## config.mk

```make
export PLATFORM = sky130hd
export DESIGN_NAME = win_watchdog
export DESIGN_NICKNAME = d
export VERILOG_FILES = /design/src/rtl/wdt_pkg.sv /design/src/rtl/wdt_prescaler.sv /design/src/rtl/wdt_downcount.sv /design/src/rtl/wdt_rst_pulse.sv /design/src/rtl/win_watchdog.sv
export SDC_FILE = /design/constraint.sdc
export NUM_CORES = 1
export LEC_CHECK = 0
export BUFFER_PORTS_ARGS = -buffer_cell sky130_fd_sc_hd__buf_2
export CAP_MARGIN = 20
export CORE_UTILIZATION = 54
export CTS_CLUSTER_SIZE = 20
export DETAILED_ROUTE_END_ITERATION = 8
export GPL_TIMING_DRIVEN = 1
export PLACE_DENSITY = 0.88
export SYNTH_ARGS = -nofsm -noshare
export SYNTH_HDL_FRONTEND = slang
export SYNTH_SLANG_ARGS = --single-unit
```

## constraint.sdc

```tcl
create_clock -name clk -period 6.2 [get_ports clk]
set_clock_uncertainty 0.05 [all_clocks]
set_input_delay 0.31 -clock clk [delete_from_list [all_inputs] [get_ports clk]]
set_output_delay 0.31 -clock clk [all_outputs]
set_load 0.05 [all_outputs]
```

## src/rtl/wdt_pkg.sv

```systemverilog
package wdt_pkg;
  localparam int CNT_W = 7;
  localparam int SEL_W = 2;
  localparam logic [CNT_W-1:0] CNT_RESET = 7'h7F;
  localparam logic [CNT_W-1:0] WIN_RESET = 7'h7F;

  localparam int OFS_CTL = 'h0;
  localparam int OFS_CFG = 'h4;
  localparam int OFS_STS = 'h8;

  localparam int CTL_ARM_BIT = 7;
  localparam int CFG_W = 1 + SEL_W + CNT_W;

  typedef struct packed {
    logic             ewi;
    logic [SEL_W-1:0] sel;
    logic [CNT_W-1:0] win;
  } cfg_t;
endpackage

```

## src/rtl/wdt_prescaler.sv

```systemverilog
module wdt_prescaler #(
  parameter int BASE_LOG2 = 12,
  parameter int SEL_W = 2
) (
  input  logic             clk,
  input  logic             rst_n,
  input  logic [SEL_W-1:0] sel,
  output logic             tick
);
  localparam int OPTS = 1 << SEL_W;
  localparam int PW   = BASE_LOG2 + OPTS - 1;

  logic [PW-1:0]   pcnt;
  logic [OPTS-1:0] tick_opt;

  always_ff @(posedge clk or negedge rst_n) begin
    if (!rst_n) pcnt <= '0;
    else        pcnt <= pcnt + 1'b1;
  end

  for (genvar g = 0; g < OPTS; g++) begin : g_opt
    assign tick_opt[g] = &pcnt[BASE_LOG2+g-1:0];
  end

  assign tick = tick_opt[sel];
endmodule

```

## src/rtl/wdt_downcount.sv

```systemverilog
module wdt_downcount #(
  parameter int W = 7,
  parameter logic [W-1:0] INIT = '1
) (
  input  logic         clk,
  input  logic         rst_n,
  input  logic         tick,
  input  logic         load,
  input  logic [W-1:0] load_val,
  output logic [W-1:0] cnt,
  output logic         warn_step,
  output logic         expire_step
);
  localparam logic [W-1:0] MID = W'(1) << (W - 1);

  always_ff @(posedge clk or negedge rst_n) begin
    if (!rst_n)    cnt <= INIT;
    else if (load) cnt <= load_val;
    else if (tick) cnt <= cnt - 1'b1;
  end

  assign warn_step   = tick && !load && (cnt == MID + W'(1));
  assign expire_step = tick && !load && (cnt == MID);
endmodule

```

## src/rtl/wdt_rst_pulse.sv

```systemverilog
module wdt_rst_pulse #(
  parameter int PULSE_LEN = 4
) (
  input  logic clk,
  input  logic rst_n,
  input  logic trig,
  output logic pulse
);
  localparam int PCW = $clog2(PULSE_LEN + 1);
  logic [PCW-1:0] remain;

  always_ff @(posedge clk or negedge rst_n) begin
    if (!rst_n)           remain <= '0;
    else if (trig)        remain <= PCW'(PULSE_LEN);
    else if (remain != 0) remain <= remain - 1'b1;
  end

  assign pulse = (remain != 0);
endmodule

```

## src/rtl/win_watchdog.sv

```systemverilog
module win_watchdog
  import wdt_pkg::*;
#(
  parameter int BASE_LOG2 = 12,
  parameter int PULSE_LEN = 4,
  parameter int ADDR_W    = 4,
  parameter int DATA_W    = 32
) (
  input  logic              clk,
  input  logic              rst_n,
  input  logic              reg_en,
  input  logic              reg_wr,
  input  logic [ADDR_W-1:0] reg_addr,
  input  logic [DATA_W-1:0] reg_wdata,
  output logic [DATA_W-1:0] reg_rdata,
  output logic              wdg_rst,
  output logic              ew_irq
);
  logic             ctl_wr, cfg_wr, sts_wr;
  logic             armed_q, arm_next;
  logic             flag_q;
  cfg_t             cfg_q;
  logic             tick;
  logic [CNT_W-1:0] cnt;
  logic             warn_step, expire_step;
  logic             bad_low, too_early, timeout, trig;
  logic [CNT_W-1:0] wr_val;
  logic             unused_wdata;

  assign ctl_wr = reg_en && reg_wr && (reg_addr == ADDR_W'(OFS_CTL));
  assign cfg_wr = reg_en && reg_wr && (reg_addr == ADDR_W'(OFS_CFG));
  assign sts_wr = reg_en && reg_wr && (reg_addr == ADDR_W'(OFS_STS));
  assign wr_val = reg_wdata[CNT_W-1:0];
  assign unused_wdata = ^reg_wdata[DATA_W-1:CFG_W];

  wdt_prescaler #(.BASE_LOG2(BASE_LOG2), .SEL_W(SEL_W)) u_pre (
    .clk(clk), .rst_n(rst_n), .sel(cfg_q.sel), .tick(tick)
  );

  wdt_downcount #(.W(CNT_W), .INIT(CNT_RESET)) u_cnt (
    .clk(clk), .rst_n(rst_n), .tick(tick), .load(ctl_wr), .load_val(wr_val),
    .cnt(cnt), .warn_step(warn_step), .expire_step(expire_step)
  );

  // Arming is one-way; only rst_n clears it.
  assign arm_next  = armed_q || (ctl_wr && reg_wdata[CTL_ARM_BIT]);
  assign bad_low   = ctl_wr && arm_next && !wr_val[CNT_W-1];
  assign too_early = ctl_wr && armed_q && (cnt > cfg_q.win);
  assign timeout   = armed_q && expire_step;
  assign trig      = bad_low || too_early || timeout;

  always_ff @(posedge clk or negedge rst_n) begin
    if (!rst_n) begin
      armed_q <= 1'b0;
      cfg_q   <= '{ewi: 1'b0, sel: '0, win: WIN_RESET};
      flag_q  <= 1'b0;
    end else begin
      armed_q <= arm_next;
      if (cfg_wr) begin
        cfg_q.win <= reg_wdata[CNT_W-1:0];
        cfg_q.sel <= reg_wdata[CNT_W+SEL_W-1:CNT_W];
        cfg_q.ewi <= cfg_q.ewi || reg_wdata[CFG_W-1];
      end
      // A new warning at the same edge wins over a software clear.
      if (warn_step)                   flag_q <= 1'b1;
      else if (sts_wr && !reg_wdata[0]) flag_q <= 1'b0;
    end
  end

  wdt_rst_pulse #(.PULSE_LEN(PULSE_LEN)) u_pulse (
    .clk(clk), .rst_n(rst_n), .trig(trig), .pulse(wdg_rst)
  );

  assign ew_irq = flag_q && cfg_q.ewi;

  always_comb begin
    reg_rdata = '0;
    case (reg_addr)
      ADDR_W'(OFS_CTL): reg_rdata[CNT_W:0] = {armed_q, cnt};
      ADDR_W'(OFS_CFG): reg_rdata[CFG_W-1:0] = cfg_q;
      ADDR_W'(OFS_STS): reg_rdata[0] = flag_q;
      default:          reg_rdata = '0;
    endcase
  end
endmodule

```

==> results.yml <==
synth:
  syn-cell-area_sq_um: 2240
  ys_seq_area_share_pct: 42.1
  synthTopCellsByArea: "dfrtp_1, dfstp_2, buf_4"
  yosysTopAreaCell: "dfrtp_1"
  synthCells: 227
  synth.ff_latch_count: 37
  synth_top_area_share_pct: 25.7
  synth_cell_type_count: 40
  avgSynthCellArea_sq_um: 9.86
  ys.warnings.count: 0
floorplan:
  core_area_sq_um: 4000
  num_io_pins: 74
  dieArea_sq_um: 4410
  die_h_um: 66.4
  rows: 23
  die-width_um: 66.4
  initial_core_util_pct: 56.0
worst_setup_path:
  path_cells: "buf_2, or3_1, nor3_2, mux2_2"
  endpoint_kind: "flip-flop"
  critPathRequiredTime_ps: 6330
  cp_slowest_stage_delay_ps: 940
  arrival_ps: 2380
  crit_type: "in2reg"
  crit_path_start_kind: "input port"
  crit_fanout: 16
  crit_slowest_cell: "nor3_2"
cts:
  cts_tree: "built"
  clockBufferDepth: 2
  clk_pin_slew_ps: 80
  cts_max_level: 2
  post_cts_buffers: 0
  cts.repair.resized: 0
  cts_made_buffers: 5
  clock_sinks: 37
  clk_latency_ps: 290
  cts_root_buf: "clkbuf_8"
  cts_hold_buf: 0
layout:
  final_cell_mix: "buf_2, dfrtp_1, conb_1"
  utilization_pct: 61.4
  final_nets: 311
  area_growth_pct: 9.67
  final_common_cell: "buf_2"
  drive_gt1_share_pct: 23.9
  diodes: 0
flow_run:
  maxCapViolations: 0
power:
  ir_worst_vdd_uv: 140
  p_leak_nw: 1.26
  power_per_cell_area_nw_per_um2: 311
routing:
  dr.pass1.iters: 4
  avgViaCountPerCell: 5.39
  wl_per_cell_um: 13.3
  route.detailed.drc: 0
  via_count: 1665
  routed_wl_um: 4100
  drt_iter0_markers: 72
  postRouteAntennaNets: 0
placed_design:
  gp_congestion: 0.806
  port_buffers: 29
  dpl.hpwl_um: 2950
timing:
  fin_setup_tns_ps: 0
  fin_crit_sh_pct: 36.3
  worst_pin_slew_ps: 1090
  fmax_mhz: 445
  finalCriticalPeriod_ps: 2250
  setup_viol: 0
  slew_viol_final: 0
  slew_headroom_pct: 27.1
  rsz0062_at_grt: "false"
  hold_viol_final: 0
  hold_slack_ps: 52.7
grt:
  grt_antenna_before_repair: 0
  grt-ovfl-total: 0
  grt_pass1_vias: 1535
  grt_pass1_wl_um: 6720
  grtUsageTotal_pct: 20.6
  grt_max_degree: 38
status:
  status: "completed"
worst_hold_path:
  min_path_type: "in2async"
logic make-up (layout without fill, tap and decap cells):
| family | after synthesis | after routing | synth area share (%) |
|---|---|---|---|
| buffers and inverters | 39 | 50 | 10.5 |
| other | 1 | 22 | 0.168 |
| muxes | 14 | 14 | 6.54 |
| adders and majority gates | 13 | 13 | 7.27 |
| xor gates and xnor gates | 20 | 20 | 7.83 |
| AOI/OAI and AO/OA | 25 | 25 | 6.65 |
| DFF | 37 | 37 | 42.1 |
| and+or+nand+nor | 78 | 78 | 18.9 |
per-stage QoR:
step / setup WS, ps / power, mW / instances / cell area, sq um
final: 3950 / 0.763 / 309 / 2450
after global routing: 3900 / 0.811 / 309 / 2450
after CTS: 4010 / 0.767 / 309 / 2450
after detailed placement: 3700 / 0.553 / 301 / 2340
after global placement: 3780 / 0.541 / 301 / 2340
after floorplan: 3830 / 0.511 / 248 / 2320
critical path, delay by kind of cell:
family | cells | cell delay [ps]
AND/OR/NAND/NOR | 2 | 1520
multiplexers | 1 | 420
buffers and inverters | 1 | 120
Yosys cell counts:
cell type	count
a211oi_1	1
a21o_1	2
a21oi_1	3
a22o_1	1
a31oi_1	1
and2_1	1
and3_1	2
and4_1	2
buf_1	1
buf_2	1
buf_4	23
clkbuf_1	1
conb_1	1
dfrtp_1	23
dfstp_2	14
ha_1	13
inv_1	13
mux2_2	5
mux2i_1	9
nand2_1	21
nand2_2	1
nand2b_1	2
nand3_1	8
nand3b_1	3
nand4_1	4
nand4_2	1
nor2_1	16
nor2b_1	2
nor3_1	7
nor3_2	2
nor3_4	1
nor4_1	2
nor4_4	1
o21ai_0	14
o21bai_1	1
o221ai_1	1
o311a_1	1
or3_1	2
xnor2_1	8
xor2_1	12
final cells by class:
type | instances | area (sq um)
sequential | 37 | 943
clock inverter | 3 | 46.3
inverter | 13 | 48.8
clock buffer | 5 | 68.8
timing repair buffer | 29 | 145
multi-input combinational | 172 | 1140
tap | 50 | 62.6
fill | 354 | 1550
power breakdown:
group | switching (mW) | internal, mW
sequential | 0.0308 | 0.294
combinational | 0.145 | 0.0812
clock | 0.0915 | 0.120
per-layer routing:
metal  vias up  share of wire (%)  global-route usage (%)
li1        789                  -                       -
met1       831                 44                    23.4
met2        40                 50                    37.5
met3         5                4.9                    6.21
met4         0               0.97                    4.79
met5         -                  0                       0
flip-flops by register name (all words and copies together), names as in the netlist:
register,cells
u_pre.pcnt,15
u_cnt.cnt,7
u_pulse.remain,3
flag_q,1
armed_q,1
cfg_q,10
final timing paths:
path	start	slack, ps	cells after the start	to
setup / recovery	reg_addr[1]	3950	4	cfg_q[8]
hold / removal	rst_n	50	1	u_pre.pcnt[9]
setup reg to reg	u_pre.pcnt[0]	4090	6	u_pulse.remain[0]
hold reg to reg	u_pre.pcnt[0]	420	1	u_pre.pcnt[0]
max in group asynchronous	rst_n	5540	1	u_pre.pcnt[2]
min in group clk	reg_wdata[9]	170	2	cfg_q[9]
Note: power is estimated with default switching activity, not from simulation.
